## src/rtl/zrg_pkg.sv

```systemverilog
package zrg_pkg;

    typedef enum logic [1:0] {
        ST_LIVE = 2'd0,
        ST_RUN  = 2'd1,
        ST_HELD = 2'd2
    } run_state_t;

    typedef enum logic [1:0] {
        CAUSE_NONE  = 2'b00,
        CAUSE_RESET = 2'b01,
        CAUSE_OFF   = 2'b10,
        CAUSE_ZERO  = 2'b11
    } force_cause_t;

endpackage

```

## src/rtl/zrg_scan.sv

```systemverilog
module zrg_scan #(
    parameter int SAMPLE_W = 18,
    parameter int CHANNELS = 2
) (
    input  logic [CHANNELS*SAMPLE_W-1:0] i_data,
    output logic                         o_zero
);
    logic [CHANNELS-1:0] ch_zero;

    genvar g;
    generate
        for (g = 0; g < CHANNELS; g++) begin : g_ch
            assign ch_zero[g] = (i_data[g*SAMPLE_W +: SAMPLE_W] == '0);
        end
    endgenerate

    assign o_zero = &ch_zero;
endmodule

```

## src/rtl/zrg_run_fsm.sv

```systemverilog
module zrg_run_fsm
    import zrg_pkg::*;
#(
    parameter int ZERO_RUN = 65536
) (
    input  logic clk_bit,
    input  logic rst_n,
    input  logic i_zero,
    output logic o_hit
);
    localparam int CNT_W = $clog2(ZERO_RUN + 1);
    localparam logic [CNT_W-1:0] TH_V = CNT_W'(ZERO_RUN);

    run_state_t       st, st_nx;
    logic [CNT_W-1:0] cnt, cnt_nx;

    // state register
    always_ff @(posedge clk_bit or negedge rst_n) begin
        if (!rst_n) begin
            st  <= ST_LIVE;
            cnt <= '0;
        end else begin
            st  <= st_nx;
            cnt <= cnt_nx;
        end
    end

    // next state
    always_comb begin
        st_nx  = st;
        cnt_nx = cnt;
        unique case (st)
            ST_LIVE: begin
                if (i_zero) begin
                    cnt_nx = CNT_W'(1);
                    st_nx  = (TH_V == CNT_W'(1)) ? ST_HELD : ST_RUN;
                end else begin
                    cnt_nx = '0;
                end
            end
            ST_RUN: begin
                if (!i_zero) begin
                    st_nx  = ST_LIVE;
                    cnt_nx = '0;
                end else begin
                    cnt_nx = cnt + 1'b1;
                    if (cnt + 1'b1 == TH_V) st_nx = ST_HELD;
                end
            end
            ST_HELD: begin
                if (!i_zero) begin
                    st_nx  = ST_LIVE;
                    cnt_nx = '0;
                end
            end
            default: begin
                st_nx  = ST_LIVE;
                cnt_nx = '0;
            end
        endcase
    end

    // outputs
    always_comb begin
        o_hit = (st == ST_HELD);
    end


    cnt_sat_chk: assert property (@(posedge clk_bit) disable iff (!rst_n)
        cnt <= TH_V);


    clr_on_data_chk: assert property (@(posedge clk_bit) disable iff (!rst_n)
        !i_zero |=> (st == ST_LIVE && cnt == '0));


    reach_held_chk: assert property (@(posedge clk_bit) disable iff (!rst_n)
        (st == ST_RUN && i_zero && cnt == TH_V - 1'b1) |=> (st == ST_HELD));


    stay_held_chk: assert property (@(posedge clk_bit) disable iff (!rst_n)
        (st == ST_HELD && i_zero) |=> (st == ST_HELD));
endmodule

```

## src/rtl/zrg_arbiter.sv

```systemverilog
module zrg_arbiter
    import zrg_pkg::*;
(
    input  logic       rst_n,
    input  logic       i_out_off,
    input  logic       i_zd_en,
    input  logic       i_hit,
    output logic       o_force,
    output logic [1:0] o_cause
);
    force_cause_t cause;

    always_comb begin
        if (!rst_n)                 cause = CAUSE_RESET;
        else if (i_out_off)         cause = CAUSE_OFF;
        else if (i_zd_en && i_hit)  cause = CAUSE_ZERO;
        else                        cause = CAUSE_NONE;
    end

    assign o_cause = cause;
    assign o_force = (cause != CAUSE_NONE);
endmodule

```

## src/rtl/zrg_gate.sv

```systemverilog
module zrg_gate #(
    parameter int SAMPLE_W = 18,
    parameter int CHANNELS = 2
) (
    input  logic                         i_force,
    input  logic [CHANNELS*SAMPLE_W-1:0] i_data,
    output logic [CHANNELS*SAMPLE_W-1:0] o_data
);
    localparam logic [SAMPLE_W-1:0] MID_CODE = '0;

    genvar g;
    generate
        for (g = 0; g < CHANNELS; g++) begin : g_ch
            assign o_data[g*SAMPLE_W +: SAMPLE_W] =
                i_force ? MID_CODE : i_data[g*SAMPLE_W +: SAMPLE_W];
        end
    endgenerate
endmodule

```

## src/rtl/zero_run_gate.sv

```systemverilog
module zero_run_gate #(
    parameter int ZERO_RUN = 65536,
    parameter int SAMPLE_W = 18,
    parameter int CHANNELS = 2
) (
    input  logic                         clk_bit,
    input  logic                         rst_n,
    input  logic [CHANNELS*SAMPLE_W-1:0] i_data,
    input  logic                         i_out_off,
    input  logic                         i_zd_en,
    output logic                         o_force,
    output logic [1:0]                   o_cause,
    output logic [CHANNELS*SAMPLE_W-1:0] o_data
);
    localparam int BUS_W = CHANNELS * SAMPLE_W;

    logic is_zero;
    logic run_hit;

    zrg_scan #(.SAMPLE_W(SAMPLE_W), .CHANNELS(CHANNELS)) scan_i (
        .i_data (i_data),
        .o_zero (is_zero)
    );

    zrg_run_fsm #(.ZERO_RUN(ZERO_RUN)) fsm_i (
        .clk_bit (clk_bit),
        .rst_n   (rst_n),
        .i_zero  (is_zero),
        .o_hit   (run_hit)
    );

    zrg_arbiter arb_i (
        .rst_n     (rst_n),
        .i_out_off (i_out_off),
        .i_zd_en   (i_zd_en),
        .i_hit     (run_hit),
        .o_force   (o_force),
        .o_cause   (o_cause)
    );

    zrg_gate #(.SAMPLE_W(SAMPLE_W), .CHANNELS(CHANNELS)) gate_i (
        .i_force (o_force),
        .i_data  (i_data),
        .o_data  (o_data)
    );


    off_mutes_chk: assert property (@(posedge clk_bit) disable iff (!rst_n)
        i_out_off |-> (o_data == BUS_W'(0) && o_cause == 2'b10));


    no_auto_chk: assert property (@(posedge clk_bit) disable iff (!rst_n)
        (!i_zd_en && !i_out_off) |-> !o_force);


    pass_thru_chk: assert property (@(posedge clk_bit) disable iff (!rst_n)
        !o_force |-> (o_data == i_data));


    release_chk: assert property (@(posedge clk_bit) disable iff (!rst_n)
        (i_data != BUS_W'(0) && !i_out_off) |=> !$past(i_out_off) && !i_out_off |-> !o_force);
endmodule

```

## config.mk

```make
export PLATFORM = sky130hd
export DESIGN_NAME = zero_run_gate
export DESIGN_NICKNAME = d
export VERILOG_FILES = /design/src/rtl/zrg_pkg.sv /design/src/rtl/zrg_scan.sv /design/src/rtl/zrg_run_fsm.sv /design/src/rtl/zrg_arbiter.sv /design/src/rtl/zrg_gate.sv /design/src/rtl/zero_run_gate.sv
export SDC_FILE = /design/constraint.sdc
export NUM_CORES = 1
export LEC_CHECK = 0
export ABC_CLOCK_PERIOD_IN_PS = 2600
export BUFFER_PORTS_ARGS = -buffer_cell sky130_fd_sc_hd__clkbuf_2
export CORE_MARGIN = 1
export CORE_UTILIZATION = 41
export CTS_CLUSTER_SIZE = 24
export DETAILED_ROUTE_END_ITERATION = 10
export MAX_ROUTING_LAYER = met4
export PLACE_DENSITY = 0.72
export SYNTH_ARGS = -nofsm -noshare
export SYNTH_HDL_FRONTEND = slang
export SYNTH_SLANG_ARGS = --single-unit
```

## constraint.sdc

```tcl
create_clock -name clk_bit -period 2.6 [get_ports clk_bit]
set_input_delay 0.39 -clock clk_bit [delete_from_list [all_inputs] [get_ports clk_bit]]
set_output_delay 0.39 -clock clk_bit [all_outputs]
set_load 0.03 [all_outputs]
```

==> impl_metrics.yaml, run 1 <==
sta:
  finalSetupTns_ns: 0
  hold_viol: 0
  clock_skew_ns: 0.00495
  fin_ws_ns: 0.355
  setup_viol: 0
  holdWs_ns: 0.516
  maxSlewHeadroom_pct: 61.4
  finalMaxSlewViolations: 0
  final.period_utilization_pct: 86.3
  rsz0062_at_grt: "false"
  period_minus_slack_ns: 2.24
  worst-slew-pin-transition_ns: 0.579
  fmax_mhz: 445
synth:
  synth_top_flop_cell: "dfrtp_1"
  synth_edf_count: 0
  syn_nets: 251
  synth_compound_area_share_pct: 18.2
  netlist_area_sq_um: 1630
  avgSynthCellArea_sq_um: 7.78
  async_flop_share_pct: 100
  netlist_instances: 209
  muxShareOfSynthArea_pct: 0.616
  synthAdderAreaFrac_pct: 1.54
  yosys.area_share.simple_pct: 41.3
  synth_xor_area_share_pct: 2.69
  synth_top_family_by_area: "simple AND/OR/NAND/NOR gates"
  yosys_warnings: 0
  synth_cell_types: 46
  ys_ff_latch: 19
  yosysSeqAreaShare_pct: 29.3
placed_design:
  dpl.hpwl_microns: 3480
  gp_congestion: 0.815
  numPortBuffers: 78
  pre_cts_ws_ns: 0.351
critical_path:
  worstSetupPathType: "reg2reg"
  path_max_fanout: 11
  crit_path_start_kind: "flop"
  crit_start: "fsm_i.cnt[0]"
  arrival_ns: 2.37
  reg2reg_from: "fsm_i.cnt[0]"
  cp-end-kind: "flop"
  required_ns: 2.73
routing:
  vias: 1811
  dr.pass1.iters: 4
  wirelength_microns: 4580
  drt_iter0_drc: 166
  wl_per_cell_microns: 14.1
  vias_per_cell: 5.59
  ant_nets: 0
  drc: 0
clock_network:
  insertion_delay_ns: 0.26
  hold_buffers: 0
  cts.sinks: 19
  clockBufferDepth: 2
  post_cts_buffers: 0
  h-tree-depth: 1
  ctsResizeCount: 0
  clk_pin_slew_ns: 0.08
  cts_buffers: 3
  cts_tree: "yes"
  clockRootBuffer: "clkbuf_8"
power:
  powerDensity_nw_per_um2: 317
  ir_drop_mv: 0.213
  leakage_nw: 1.08
global_route:
  first_global_vias: 1704
  grt_max_degree: 42
  grt_pass1_wl_microns: 7710
  antenna_found_initial: 0
  grt_overflow: 0
  grt_usage_pct: 23.9
floorplanning:
  start_util_pct: 43.4
  die_y_microns: 65.0
  num_io_pins: 79
  die_width_microns: 65.0
  die_area_sq_um: 4220
  fp-row-count: 22
  core_sq_um: 3740
final_layout:
  fin_nets: 319
  areaGrowthSynthToFinish_pct: 27.6
  antenna_cells: 0
  drive_gt1_share_pct: 34.8
run:
  max-cap-violations: 0
outcome:
  status: "finished clean"
min_path:
  min_path_type: "reg2reg"
  min-delay-start: "fsm_i.cnt[9]"
-- through the flow --
stage          std cells  total power [mW]  utilization, %  area, sq um
2_1_floorplan        209             0.383               -         1630
3_3_place_gp         320             0.453            54.1         2030
3_5_place_dp         320             0.454            54.1         2030
4_1_cts              324             0.663            55.4         2070
5_1_grt              324             0.681            55.4         2070
6_report             324             0.658            55.4         2070
-- state kept, by name (all words and copies together), names as in the netlist --
register,count
fsm_i.cnt,17
fsm_i.st,2
-- layout make-up --
cell class / count / area [sq um]
clock buffers: 3 / 41.3
clock inverters: 1 / 5.00
fillers: 382 / 1670
inverters: 3 / 11.3
multi-input cells: 167 / 1050
flip-flops and latches: 19 / 475
well taps: 48 / 60.1
repair buffers: 83 / 428
-- layer usage --
metal | vias to the layer above | part of all wire [%] | routed length [microns] | global-route usage (%)
li1 | 919 | - | - | -
met1 | 834 | 45 | 2050 | 28.6
met2 | 56 | 50 | 2280 | 42.7
met3 | 2 | 4.8 | 219 | 3.35
met4 | 0 | 0.55 | 25 | 3.89
met5 | - | 0 | 0 | -
-- kinds of logic after synthesis --
| kind of cell | after synthesis |
|---|---|
| fa+ha+maj | 2 |
| mux | 1 |
| simple gates | 113 |
| buf+inv | 23 |
| flops | 19 |
| xor+xnor | 5 |
| compound gates | 46 |
-- cells in the mapped netlist (2+ instances only) --
| cell type | number | share of area, % |
|---|---|---|
| xnor2_1 | 3 | 1.6 |
| o31ai_1 | 7 | 3.2 |
| o21ai_0 | 17 | 5.2 |
| buf_2 | 5 | 1.5 |
| a221o_1 | 2 | 1.2 |
| nor2b_1 | 4 | 1.5 |
| xor2_1 | 2 | 1.1 |
| ha_1 | 2 | 1.5 |
| and2_1 | 4 | 1.5 |
| dfrtp_1 | 19 | 29 |
| a31oi_1 | 3 | 1.2 |
| nor2_1 | 12 | 2.8 |
| or3_1 | 4 | 1.5 |
| and3_1 | 39 | 15 |
| a21oi_1 | 7 | 2.2 |
| nor4_1 | 10 | 3.8 |
| nor3_1 | 3 | 0.92 |
| inv_1 | 3 | 0.69 |
| nand4_1 | 5 | 1.9 |
| clkbuf_1 | 13 | 3.0 |
| nand2_1 | 12 | 2.8 |
| nand3_1 | 9 | 2.8 |
-- report_power, final --
part / leakage [nW] / internal (mW) / switching [mW]
clock: 0.0255 / 0.107 / 0.104
sequential: 0.266 / 0.295 / 0.00000000000177
combinational: 0.784 / 0.0533 / 0.0988
-- cells in the final DEF, fill, tap and decap left out, types with 2 or more instances in the layout --
cell and instances:
a21oi_1 7, a221o_1 2, a31oi_1 2, and2_1 4, and3_1 39, buf_4 5, clkbuf_2 78, clkbuf_8 3
dfrtp_1 19, ha_1 2, inv_1 3, nand2_1 12, nand3_1 9, nand4_1 5, nor2_1 12, nor2b_1 4
nor3_1 3, nor4_1 10, o21ai_0 17, o31ai_1 7, or3_1 4, xnor2_1 3, xor2_1 2
-- worst max-delay path: stages, from the launching register on --
cell and delay (ns):
dfrtp_1 0.44, ha_1 0.26, nand4_1 0.17, or3_1 0.52, nor2_4 0.15, o2111ai_1 0.11
nor4b_2 0.30, a31oi_1 0.14
-- path summary, 6_finish.rpt --
kind	to	slack, ns	cells past startpoint
setup / recovery	fsm_i.st[0]	0.36	7
hold / removal	fsm_i.cnt[9]	0.52	1
setup reg to reg	fsm_i.st[0]	0.36	7
hold reg to reg	fsm_i.cnt[9]	0.52	1
max in group asynchronous	fsm_i.cnt[10]	1.92	2
min in group asynchronous	fsm_i.cnt[0]	0.53	2
Note: power is estimated with default switching activity, not from simulation.
==> run 2, diff against run 1 <==
==> constraint.sdc (replaced) <==
create_clock -name clk_bit -period 2.6 [get_ports clk_bit]
set_input_delay 0 -clock clk_bit [delete_from_list [all_inputs] [get_ports clk_bit]]
set_output_delay 0 -clock clk_bit [all_outputs]
set_load 0.03 [all_outputs]
==> impl_metrics.yaml, run 2 (same netlist as run 1, synthesis figures left out) <==
floorplanning:
  fp-row-count: 22
  start_util_pct: 43.4
  die_y_microns: 65.0
  die_width_microns: 65.0
  num_io_pins: 79
  core_sq_um: 3740
  die_area_sq_um: 4220
placed_design:
  numPortBuffers: 78
  dpl.hpwl_microns: 3320
  dpl.cell_count: 318
  gp_congestion: 0.824
sta:
  clock_skew_ns: 0.00172
  setup_viol: 0
  final.period_utilization_pct: 86.7
  finalMaxSlewViolations: 0
  maxSlewHeadroom_pct: 62.5
  fmax_mhz: 444
  finalSetupTns_ns: 0
  rsz0062_at_grt: "false"
  worst-slew-pin-transition_ns: 0.563
  hold_viol: 0
  period_minus_slack_ns: 2.25
  holdWs_ns: 0.138
routing:
  wl_per_cell_microns: 13.2
  ant_nets: 0
  drt_iter0_drc: 114
  dr.pass1.iters: 4
  drc: 0
  vias_per_cell: 5.63
  wirelength_microns: 4250
  vias: 1812
critical_path:
  reg2reg_from: "fsm_i.cnt[0]"
  ff2ff_setup_slack_ns: 0.35
  required_ns: 2.75
  rr_endpoint: "fsm_i.st[1]"
  crit_path_start_kind: "flop"
  cpMaxStageDelayCell: "or3_1"
  path_buf_inv: 0
  cp_top_family: "simple AND/OR/NAND/NOR gates"
  path_max_fanout: 11
  crit_start: "fsm_i.cnt[0]"
  critPathMaxStageDelay_ns: 0.52
  worstSetupPathType: "reg2reg"
  reg2regPathDepth: 7
  arrival_ns: 2.41
  cp-end-kind: "flop"
  path_depth: 7
  crit_chain: "ha_1 -> nand4_1 -> or3_1 -> nor3b_1 -> o2111ai_1 -> nor4b_2 -> a31o_1"
  worstSetupEndpoint: "fsm_i.st[1]"
clock_network:
  hold_buffers: 0
  cts_buffers: 3
  cts.sinks: 19
  ctsResizeCount: 0
  clockRootBuffer: "clkbuf_8"
  h-tree-depth: 1
  clockBufferDepth: 2
  post_cts_buffers: 0
  cts_tree: "yes"
  insertion_delay_ns: 0.26
  clk_pin_slew_ns: 0.07
final_layout:
  fin_cells: 322
  top_regs: "fsm_i.cnt: 17 flops, fsm_i.st: 2 flops"
  largest_reg_flops: 17
  fillers: 370
  drive_gt1_share_pct: 33.9
  antenna_cells: 0
  top_register: "fsm_i.cnt"
  fin_nets: 317
  areaGrowthSynthToFinish_pct: 26.6
  finish.utilization_pct: 54.9
  layout_common_cells: "78 x clkbuf_2, 39 x and3_1, 19 x dfrtp_1"
  final_common_cell: "clkbuf_2"
global_route:
  antenna_found_initial: 0
  globalRouteMet1Util_pct: 27.3
  grt_usage_pct: 21.7
  grt_max_degree: 41
  met3_usage_pct: 4.58
  grt_pass1_wl_microns: 7050
  grt.busiest_layer: "met2"
  first_global_vias: 1553
  grt_overflow: 0
  grt_use_met2_pct: 35.7
power:
  combPwrFrac_pct: 22.9
  ir_drop_mv: 0.223
  clkPwrFrac_pct: 31.8
  p_int_mw: 0.457
  swShare_pct: 30.0
  powerDensity_nw_per_um2: 317
  pwr-share-seq_pct: 45.2
  leakage_nw: 1.06
  p_sw_mw: 0.196
min_path:
  min_path_type: "in2async"
run:
  max-cap-violations: 0
outcome:
  status: "finished clean"
-- run 2: metal layers --
metal  share of wire (%)  routed length, microns  vias up
met3                 5.6                     240        5
met2                  49                    2070       65
met5                   0                       0        -
li1                    -                       -      914
met4                0.75                      32        0
met1                  45                    1910      828
-- run 2: area by class of cell --
| cell class | count | area, sq um | area share [%] |
|---|---|---|---|
| clock buffers | 4 | 45.0 | 2.19 |
| flip-flops and latches | 19 | 475 | 23.1 |
| well taps | 48 | 60.1 | 2.92 |
| multi-input cells | 167 | 1050 | 51.2 |
| inverters | 3 | 11.3 | 0.547 |
| repair buffers | 81 | 413 | 20.1 |
-- run 2: power by group through the flow --
stage | clock [mW] | sequential, mW | combinational [mW]
after floorplan | 0 | 0.301 | 0.0823
after global placement | 0 | 0.301 | 0.151
after detailed placement | 0 | 0.301 | 0.151
after CTS | 0.216 | 0.295 | 0.151
after global routing | 0.230 | 0.295 | 0.161
final | 0.208 | 0.295 | 0.150
-- run 2: worst register-to-register path: cells and delay by family, from the launching register on --
kind / cells / cell delay [ns]
AND/OR/NAND/NOR: 4 / 0.98
AO/OA/AOI/OAI: 2 / 0.43
adder cells (fa/ha/maj): 1 / 0.28
flip-flops: 1 / 0.45
-- run 2: stage by stage --
stage	power, mW	area [sq um]	setup slack [ns]
global placement	0.452	2010	0.415
CTS	0.663	2060	0.333
global route	0.687	2060	0.141
finish	0.653	2060	0.347
detailed placement	0.452	2010	0.353
floorplan	0.383	1630	0.618
-- run 2: worst min path at each step --
stage              start      endpoint  slack [ns]  depth (start not counted)
6_report           rst_n  fsm_i.cnt[4]        0.14                          2
2_1_floorplan      rst_n  fsm_i.cnt[0]       -0.30                          0
3_5_place_dp   i_out_off    o_cause[0]        0.38                          3
4_1_cts            rst_n  fsm_i.cnt[2]        0.14                          2
5_1_grt        i_data[5]   fsm_i.st[0]        0.19                          6
3_3_place_gp   i_out_off    o_cause[0]        0.37                          3
